[src/rtl/uart_rx_pkg.sv]
package uart_rx_pkg;

  typedef enum logic [2:0] {
    ST_IDLE  = 3'd0,
    ST_START = 3'd1,
    ST_DATA  = 3'd2,
    ST_PAR   = 3'd3,
    ST_STOP  = 3'd4
  } rx_state_e;

  localparam logic [2:0] MODE_DROP_ONE  = 3'b010;
  localparam logic [2:0] MODE_DROP_ZERO = 3'b011;
  localparam logic [2:0] MODE_EVEN      = 3'b100;
  localparam logic [2:0] MODE_ODD       = 3'b101;
  localparam logic [2:0] MODE_STUCK0    = 3'b110;
  localparam logic [2:0] MODE_STUCK1    = 3'b111;

  function automatic logic mode_has_parity(input logic [2:0] m);
    return m[2:1] != 2'b00;
  endfunction

endpackage

[src/rtl/uart_rx_sync.sv]
module uart_rx_sync #(
  parameter int STAGES = 2
) (
  input  logic clk,
  input  logic rst_n,
  input  logic din,
  output logic dout
);
  logic [STAGES-1:0] chain;

  always_ff @(posedge clk or negedge rst_n) begin
    if (!rst_n) chain <= '1;
    else        chain <= {chain[STAGES-2:0], din};
  end

  assign dout = chain[STAGES-1];
endmodule

[src/rtl/uart_rx_tick.sv]
module uart_rx_tick #(
  parameter int DIV_W = 9
) (
  input  logic             clk,
  input  logic             rst_n,
  input  logic             run,
  input  logic [DIV_W-1:0] div,
  output logic             tick
);
  logic [DIV_W-1:0] cnt;

  assign tick = run && (cnt == div);

  always_ff @(posedge clk or negedge rst_n) begin
    if (!rst_n)      cnt <= '0;
    else if (!run)   cnt <= '0;
    else if (tick)   cnt <= '0;
    else             cnt <= cnt + 1'b1;
  end


  tick_gap_chk: assert property (@(posedge clk) disable iff (!rst_n)
    (tick && div != '0) |=> !tick);
endmodule

[src/rtl/uart_rx_fsm.sv]
module uart_rx_fsm
  import uart_rx_pkg::*;
#(
  parameter int DATA_W = 8,
  parameter int OVS    = 16
) (
  input  logic              clk,
  input  logic              rst_n,
  input  logic              rx_en,
  input  logic              soft_rst,
  input  logic [2:0]        mode,
  input  logic              rxs,
  input  logic              tick,
  output logic              run,
  output logic              done,
  output logic [DATA_W-1:0] char_out,
  output logic              pe,
  output logic              fe,
  output logic              brk
);
  localparam int SUB_W = $clog2(OVS);
  localparam int BIT_W = $clog2(DATA_W + 1);
  localparam logic [SUB_W-1:0] SUB_MID  = SUB_W'(OVS / 2 - 1);
  localparam logic [SUB_W-1:0] SUB_LAST = SUB_W'(OVS - 1);
  localparam logic [BIT_W-1:0] BIT_LAST = BIT_W'(DATA_W - 1);

  rx_state_e         state;
  logic [SUB_W-1:0]  sub;
  logic [BIT_W-1:0]  nbit;
  logic [DATA_W-1:0] shreg;
  logic              par_bit;
  logic              armed;

  logic is_brk, drop, perr;

  assign run      = state != ST_IDLE;
  assign char_out = shreg;

  always_comb begin
    is_brk = (shreg == '0) && (!mode_has_parity(mode) || !par_bit) && !rxs;
    drop   = ((mode == MODE_DROP_ONE) && par_bit) || ((mode == MODE_DROP_ZERO) && !par_bit);
    case (mode)
      MODE_EVEN:   perr = ^{shreg, par_bit};
      MODE_ODD:    perr = ~^{shreg, par_bit};
      MODE_STUCK0: perr = par_bit;
      MODE_STUCK1: perr = !par_bit;
      default:     perr = 1'b0;
    endcase
  end

  always_ff @(posedge clk or negedge rst_n) begin
    if (!rst_n) begin
      state   <= ST_IDLE;
      sub     <= '0;
      nbit    <= '0;
      shreg   <= '0;
      par_bit <= 1'b0;
      armed   <= 1'b0;
      done    <= 1'b0;
      pe      <= 1'b0;
      fe      <= 1'b0;
      brk     <= 1'b0;
    end else begin
      done <= 1'b0;
      pe   <= 1'b0;
      fe   <= 1'b0;
      brk  <= 1'b0;
      if (soft_rst) begin
        state <= ST_IDLE;
        sub   <= '0;
        armed <= 1'b0;
      end else begin
        case (state)
          ST_IDLE: begin
            if (rxs) armed <= 1'b1;
            if (rx_en && armed && !rxs) begin
              state   <= ST_START;
              sub     <= '0;
              armed   <= 1'b0;
              par_bit <= 1'b0;
            end
          end
          ST_START: if (tick) begin
            if (sub == SUB_MID) begin
              sub   <= '0;
              nbit  <= '0;
              state <= rxs ? ST_IDLE : ST_DATA;
            end else sub <= sub + 1'b1;
          end
          ST_DATA: if (tick) begin
            if (sub == SUB_LAST) begin
              sub   <= '0;
              shreg <= {rxs, shreg[DATA_W-1:1]};
              nbit  <= nbit + 1'b1;
              if (nbit == BIT_LAST) state <= mode_has_parity(mode) ? ST_PAR : ST_STOP;
            end else sub <= sub + 1'b1;
          end
          ST_PAR: if (tick) begin
            if (sub == SUB_LAST) begin
              sub     <= '0;
              par_bit <= rxs;
              state   <= ST_STOP;
            end else sub <= sub + 1'b1;
          end
          ST_STOP: if (tick) begin
            if (sub == SUB_LAST) begin
              sub   <= '0;
              state <= ST_IDLE;
              armed <= rxs;
              brk   <= is_brk;
              fe    <= !is_brk && !rxs;
              pe    <= !is_brk && perr;
              done  <= !is_brk && !drop;
            end else sub <= sub + 1'b1;
          end
          default: state <= ST_IDLE;
        endcase
      end
    end
  end


  idle_hold_chk: assert property (@(posedge clk) disable iff (!rst_n)
    (state == ST_IDLE && !rx_en) |=> state == ST_IDLE);


  start_abort_chk: assert property (@(posedge clk) disable iff (!rst_n)
    (state == ST_START && tick && sub == SUB_MID && rxs) |=> state == ST_IDLE);


  brk_excl_chk: assert property (@(posedge clk) disable iff (!rst_n)
    brk |-> (!fe && !pe && !done));


  rearm_chk: assert property (@(posedge clk) disable iff (!rst_n)
    (state == ST_STOP && tick && sub == SUB_LAST && !rxs) |=> !armed && state == ST_IDLE);
endmodule

[src/rtl/uart_rx_filter.sv]
module uart_rx_filter
  import uart_rx_pkg::*;
#(
  parameter int DATA_W = 8,
  parameter int DIV_W  = 9,
  parameter int OVS    = 16,
  parameter int SYNC_N = 2
) (
  input  logic              clk,
  input  logic              rst_n,
  input  logic              rx_en,
  input  logic              soft_rst,
  input  logic [2:0]        mode,
  input  logic [DIV_W-1:0]  div,
  input  logic              rxd,
  output logic              byte_valid,
  input  logic              byte_ready,
  output logic [DATA_W-1:0] byte_data,
  output logic              par_err,
  output logic              frm_err,
  output logic              brk,
  output logic              flush
);
  logic              rxs, tick, run, done;
  logic [DATA_W-1:0] char_w;

  uart_rx_sync #(.STAGES(SYNC_N)) u_sync (
    .clk(clk), .rst_n(rst_n), .din(rxd), .dout(rxs)
  );

  uart_rx_tick #(.DIV_W(DIV_W)) u_tick (
    .clk(clk), .rst_n(rst_n), .run(run), .div(div), .tick(tick)
  );

  uart_rx_fsm #(.DATA_W(DATA_W), .OVS(OVS)) u_fsm (
    .clk(clk), .rst_n(rst_n), .rx_en(rx_en), .soft_rst(soft_rst),
    .mode(mode), .rxs(rxs), .tick(tick), .run(run), .done(done),
    .char_out(char_w), .pe(par_err), .fe(frm_err), .brk(brk)
  );

  always_ff @(posedge clk or negedge rst_n) begin
    if (!rst_n) begin
      byte_valid <= 1'b0;
      byte_data  <= '0;
      flush      <= 1'b0;
    end else begin
      flush <= soft_rst;
      if (soft_rst) begin
        byte_valid <= 1'b0;
      end else if (done && (!byte_valid || byte_ready)) begin
        byte_valid <= 1'b1;
        byte_data  <= char_w;
      end else if (byte_ready) begin
        byte_valid <= 1'b0;
      end
    end
  end


  hold_chk: assert property (@(posedge clk) disable iff (!rst_n)
    (byte_valid && !byte_ready && !soft_rst) |=> (byte_valid && $stable(byte_data)));


  flush_chk: assert property (@(posedge clk) disable iff (!rst_n)
    soft_rst |=> (flush && !byte_valid));


  pe_mode_chk: assert property (@(posedge clk) disable iff (!rst_n)
    par_err |-> $past(mode[2]));
endmodule

[config.mk]
export PLATFORM = sky130hd
export DESIGN_NAME = uart_rx_filter
export DESIGN_NICKNAME = d
export VERILOG_FILES = /design/src/rtl/uart_rx_pkg.sv /design/src/rtl/uart_rx_sync.sv /design/src/rtl/uart_rx_tick.sv /design/src/rtl/uart_rx_fsm.sv /design/src/rtl/uart_rx_filter.sv
export SDC_FILE = /design/constraint.sdc
export NUM_CORES = 1
export LEC_CHECK = 0
export ABC_AREA = 1
export BUFFER_PORTS_ARGS = -buffer_cell sky130_fd_sc_hd__clkbuf_2
export CORE_MARGIN = 2
export CORE_UTILIZATION = 35
export CTS_BUF_LIST = sky130_fd_sc_hd__clkbuf_4 sky130_fd_sc_hd__clkbuf_8
export DETAILED_ROUTE_END_ITERATION = 8
export SLEW_MARGIN = 10
export SYNTH_ARGS = -nofsm -noshare
export SYNTH_HDL_FRONTEND = slang
export SYNTH_HIERARCHICAL = 1
export SYNTH_SLANG_ARGS = --single-unit
[constraint.sdc]
create_clock -name clk -period 3.6 [get_ports clk]
set_clock_uncertainty 0.1 [all_clocks]
set_input_delay 0.72 -clock clk [delete_from_list [all_inputs] [get_ports clk]]
set_output_delay 0.72 -clock clk [all_outputs]
set_load 0.1 [all_outputs]
==> results of run 1 <==
## power breakdown
part / internal (mW) / leakage [nW] / switching [mW]
Combinational: 0.136 / 0.908 / 0.264
Sequential: 0.558 / 0.615 / 0.0402
Clock: 0.139 / 0.0408 / 0.189
## layout make-up
cell class	count	area, um^2
sequential	46	1154
clock buffer	5	68.82
inverter	55	209.0
clock inverter	3	23.77
timing repair buffer	31	157.7
multi-input combinational	248	1204
fill	756	4235
tap	99	123.9
## critical path, cell delays in order, from the launching register on
cell     delay (ns)
dfrtp_1        0.42
inv_2          0.09
nand2_1        0.15
nand2_1        0.08
nor2_1         0.10
nand3_1        0.14
nor2_1         0.20
inv_1          0.13
nor3_2         0.23
nand2_4        0.10
inv_4          0.08
nand2_4        0.11
nor2_1         0.16
a21oi_2        0.05
## sequential cells by signal (all words and copies together) (netlist names), 2 cells and up
register / flops
u_tick/cnt: 9
u_fsm/nbit: 4
u_fsm/state: 3
u_fsm/sub: 4
u_sync/chain: 2
u_fsm/char_out: 8
byte_data: 8
## cell usage in the layout, fill, tap and decap left out, types with 2 or more instances in the layout
cell	n
xor2_1	4
clkinvlp_4	2
o2111ai_1	2
dfstp_2	2
a21oi_1	13
nor3_2	3
clkbuf_8	5
inv_1	48
o21ai_1	9
xnor2_1	3
o21ai_0	7
nand3_1	24
nand2_4	3
clkbuf_2	30
nor2_1	39
dfrtp_1	44
nand3_2	3
nand2_1	113
a21oi_2	2
nor3_1	9
inv_2	6
ha_1	3
## through the flow
step | worst slack [ns] | instances | total power [mW] | hold WS, ns | cell area (um^2)
finish | 1.366 | 487 | 1.326 | 0.2606 | 2940
floorplan | 1.444 | 350 | 0.9117 | 0.2452 | 2577
detailed placement | 1.149 | 479 | 1.010 | 0.2475 | 2848
global placement | 1.237 | 479 | 1.004 | 0.2456 | 2848
CTS | 1.375 | 487 | 1.345 | 0.2613 | 2940
global route | 1.107 | 487 | 1.437 | 0.2643 | 2940
## final timing paths
path,start,end,slack [ns]
worst max-delay path,u_fsm/state[2]$_DFFE_PN0P_,u_fsm/char_out[1]$_DFFE_PN0P_,1.37
worst min-delay path,u_sync/chain[0]$_DFF_PN1_,u_sync/chain[1]$_DFF_PN1_,0.26
worst max register to register,u_fsm/state[2]$_DFFE_PN0P_,u_fsm/char_out[1]$_DFFE_PN0P_,1.37
worst min register to register,u_sync/chain[0]$_DFF_PN1_,u_sync/chain[1]$_DFF_PN1_,0.26
max in group asynchronous,rst_n,u_tick/cnt[3]$_DFF_PN0_,2.63
min in group asynchronous,rst_n,u_fsm/fe$_DFF_PN0_,0.39
## cells by family (layout without fill, tap and decap cells)
family          Yosys count  after routing  synth area share, %
fa+ha+maj                 3              3                1.456
flops                    46             46                44.76
xor+xnor                  7              7                2.379
buf+inv                  56             94                8.544
compound gates           38             38                8.835
simple gates            199            199                33.64
mux                       1              1               0.3884
## layer usage
| layer | global-route usage (%) | up-vias | wire, um |
|---|---|---|---|
| li1 | - | 1169 | - |
| met1 | 19.14 | 982 | 2557 |
| met2 | 21.72 | 36 | 2329 |
| met3 | 3.018 | 5 | 191 |
| met4 | 4.231 | 0 | 60 |
| met5 | 0 | - | 0 |
==> results.json, run 1 <==
{
  "ios": 31,
  "globalplace.congestion": 0.8402,
  "netlist_top_cells_count": "nand2_1 (113), inv_1 (48), dfrtp_1 (44)",
  "htree_levels": 2,
  "worstSetupStartpointType": "register",
  "antenna_left": 0,
  "overflow": 0,
  "synth.most_common_cell": "nand2_1",
  "drt-initial-drc-count": 81,
  "die-area_um2": 8067,
  "cts_resized": 0,
  "wl_per_cell_um": 10.55,
  "fin_util_pct": 40.98,
  "min_period_ns": 2.234,
  "syn-num-nets": 371,
  "row_count": 31,
  "clock_sinks": 46,
  "cts_tree": "yes",
  "drv_slew": 0,
  "grt_setup_unrepaired": "false",
  "clock_latency_ns": 0.30,
  "cts.clk_slew.worst_paths_ns": 0.09,
  "hold_buffers": 0,
  "seq_area_frac_synth_pct": 44.76,
  "area_growth_pct": 14.08,
  "core_um2": 7176,
  "min_path_cells": 0,
  "cp_data_required_time_ns": 3.70,
  "end_kind": "register",
  "async_flop_share_pct": 100.0,
  "synth_area_leaders": "dfrtp_1 (43%), nand2_1 (16%), inv_1 (7.0%)",
  "synth_area_per_cell_um2": 7.364,
  "cp.arrival_ns": 2.33,
  "antenna_found_initial": 0,
  "grt_pass1_wl_um": 9197,
  "hold_class": "reg -> reg",
  "worstMarginPinSlew_ns": 0.5722,
  "maxCapViolations": 0,
  "firstDrtPassIters": 4,
  "path_class": "reg -> reg",
  "slew_headroom_pct": 61.85,
  "period_share_pct": 62.05,
  "initial_utilization_pct": 35.92,
  "synth_top_area_share_pct": 42.72,
  "drc_errors": 0,
  "grt_max_degree": 47,
  "yosys_warnings": 6,
  "die_w_um": 89.82,
  "hpwl_um": 3908,
  "clk_path_buf_depth": 2,
  "totalWireLength_um": 5139,
  "ir_drop_mv": 0.1438,
  "num-nets-final": 408,
  "cts_root_buffer": "clkbuf_8",
  "synth_seq_cells": 46,
  "grt.total_usage_pct": 13.80,
  "synth_ff_type": "dfrtp_1",
  "yosysTopAreaCell": "dfrtp_1",
  "diodes": 0,
  "grt_pass1_vias": 2069,
  "synth-edff-count": 0,
  "critPathMaxFanout": 17,
  "outcome": "complete, no violations",
  "p_leak_nw": 1.564,
  "netlist_area_um2": 2577,
  "io_buffers": 30,
  "post_cts_buffers": 0,
  "drive_above_1_share_pct": 16.24,
  "hold_viol": 0,
  "setup_viol": 0,
  "via_per_inst": 4.501,
  "cts_made_buffers": 5,
  "yosys.cell_types.count": 32,
  "fmax_mhz": 447.7,
  "rr_worst_depth": 13,
  "die_h_um": 89.82,
  "syn_inst": 350,
  "power_density_nw_per_um2": 451.0,
  "via_count": 2192,
  "tns_ns": 0
}
Note: power is estimated with default switching activity, not from simulation.
==> inputs of run 2 (changes only) <==
==> constraint.sdc (replaced) <==
create_clock -name clk -period 2.33 [get_ports clk]
set_clock_uncertainty 0.1 [all_clocks]
set_input_delay 0.466 -clock clk [delete_from_list [all_inputs] [get_ports clk]]
set_output_delay 0.466 -clock clk [all_outputs]
set_load 0.1 [all_outputs]
==> run 2 against run 1 <==
  * Cell area increased by 0.51%
  * Final cell count increased by 0.21%
  * Register-to-register slack got worse by 1.2 ns
  * Highest routed layer unchanged
  * Critical path depth is the same
==> results.json, run 2 (synthesized netlist as in run 1, its figures left out) <==
{
  "cts.clk_slew.worst_paths_ns": 0.10,
  "slew_headroom_pct": 59.95,
  "hold_viol": 0,
  "p_clk_share_pct": 24.5,
  "min_period_ns": 2.139,
  "wl_met1_um": 2592,
  "tns_ns": 0,
  "area_growth_pct": 14.66,
  "totalWireLength_um": 5305,
  "post_dp_cell_area_um2": 2855,
  "period_share_pct": 91.80,
  "cts_tree": "yes",
  "die-area_um2": 8067,
  "p_leak_nw": 1.577,
  "cts_root_buffer": "clkbuf_8",
  "overflow": 0,
  "cp_top_family": "simple AND/OR/NAND/NOR gates",
  "htree_levels": 2,
  "largest_reg_flops": 9,
  "grt_max_degree": 47,
  "critical_path.most_common_cell": "nor2_1",
  "maxCapViolations": 0,
  "cp_cell_sequence": "inv_2 > nand2_1 > nand2_1 > nor2_1 > nand3_1 > nor2_1 > inv_1 > nor3_4 > nand2_4 > inv_4 > nand2_4 > nor2_1 > a21oi_2",
  "rr_worst_depth": 13,
  "antenna_left": 0,
  "hpwl_um": 3982,
  "via_per_inst": 4.561,
  "clock_sinks": 46,
  "power_frac_comb_pct": 31.2,
  "fmax_mhz": 467.5,
  "netSwitchingPower_uw": 779.9,
  "core_um2": 7176,
  "cp_slowest_stage_delay_ns": 0.44,
  "worstMarginPinSlew_ns": 0.6007,
  "path_class": "reg -> reg",
  "antenna_found_initial": 0,
  "drive_above_1_share_pct": 16.45,
  "drt-initial-drc-count": 81,
  "power_density_nw_per_um2": 705.2,
  "outcome": "complete, no violations",
  "hold_buffers": 0,
  "grt_pass1_wl_um": 9011,
  "fin_util_pct": 41.19,
  "hold_class": "in -> reg",
  "routed-wl-met3_um": 219,
  "cts_made_buffers": 5,
  "grt.total_usage_pct": 13.46,
  "clock_latency_ns": 0.31,
  "die_w_um": 89.82,
  "drc_errors": 0,
  "intPower_mw": 1.304,
  "clk_path_buf_depth": 2,
  "via_count": 2226,
  "regMostFlops": "u_tick/cnt",
  "critPathMaxFanout": 17,
  "layout_commonest_cell": "nand2_1",
  "globalplace.congestion": 0.8528,
  "highest_layer": "met4",
  "worstSetupStartpointType": "register",
  "row_count": 31,
  "cp_num_buf_inv": 3,
  "end_kind": "register",
  "diodes": 0,
  "io_buffers": 30,
  "finalPower_mw": 2.084,
  "cp.arrival_ns": 2.24,
  "critical_path_depth": 13,
  "min_path_cells": 1,
  "firstDrtPassIters": 4,
  "initial_utilization_pct": 35.92,
  "setup_slack_ns": 0.1910,
  "design_area_um2": 2955,
  "p_sw_share_pct": 37.42,
  "ir_drop_mv": 0.2479,
  "cp_data_required_time_ns": 2.43,
  "num-nets-final": 409,
  "seqPwrFrac_pct": 44.3,
  "drv_slew": 0,
  "die_h_um": 89.82,
  "mostFrequentLayoutCells": "nand2_1 (113), inv_1 (48), dfrtp_1 (44)",
  "grt_pass1_vias": 2035,
  "setup_viol": 0,
  "ios": 31,
  "slowest_stage": "dfrtp_1",
  "wl_per_cell_um": 10.87,
  "place_ws_ns": 0.1777,
  "grt_setup_unrepaired": "false",
  "dr_wl_met2_um": 2419
}
run 2: cell types whose count changed in the layout (fill, tap and decap cells not counted), sizes merged:
cell,change
clkinv,+1
buf,+1
clkinvlp,-1
run 2: worst paths after layout:
| check | end | slack [ns] | from |
|---|---|---|---|
| worst max-delay path | u_fsm/char_out[1]$_DFFE_PN0P_ | 0.19 | u_fsm/state[2]$_DFFE_PN0P_ |
| min in group asynchronous | u_fsm/sub[0]$_DFFE_PN0P_ | 0.14 | rst_n |
| worst min-delay path | u_sync/chain[0]$_DFF_PN1_ | 0.13 | rxd |
| max in group asynchronous | u_fsm/par_bit$_DFFE_PN0P_ | 1.58 | rst_n |
| worst max register to register | u_fsm/char_out[1]$_DFFE_PN0P_ | 0.19 | u_fsm/state[2]$_DFFE_PN0P_ |
| worst min register to register | u_sync/chain[1]$_DFF_PN1_ | 0.26 | u_sync/chain[0]$_DFF_PN1_ |
run 2: layout make-up:
type	count	area (um^2)
clock buffer	5	68.82
clock inverter	3	25.02
fill	742	4220
inverter	55	209.0
multi-input combinational	248	1210
sequential	46	1154
tap	99	123.9
timing repair buffer	32	165.2
run 2: power groups by stage:
stage	clock (mW)	combinational, mW	sequential [mW]
finish	0.511	0.651	0.922
global placement	0	0.637	0.935
global route	0.556	0.737	0.931
detailed placement	0	0.646	0.939
floorplan	0	0.475	0.934
CTS	0.533	0.650	0.923
run 2: worst reg2reg max path: cells and delay by family (launching register included):
kind                   cells  cell delay (ns)
buffers and inverters      3             0.31
AO/OA/AOI/OAI              1             0.05
AND/OR/NAND/NOR            9             1.16
flip-flops                 1             0.44
run 2: timing repair:
item,4_1_cts,5_1_grt
endpoints found under the setup margin,0,1
resized for setup,0,1
buffers inserted,0,0
run 2: metrics by stage:
| stage | hold slack [ns] | cells |
|---|---|---|
| global placement | 0.2455 | 480 |
| floorplan | 0.07041 | 350 |
| global route | 0.1210 | 488 |
| detailed placement | 0.2475 | 480 |
| finish | 0.1299 | 488 |
| CTS | 0.1190 | 488 |
run 2: per-layer routing:
layer  up-vias  track usage, %
met1      1002           18.15
met4         0           4.231
met3         7           3.353
met5         -               0
li1       1175               -
met2        42           21.46
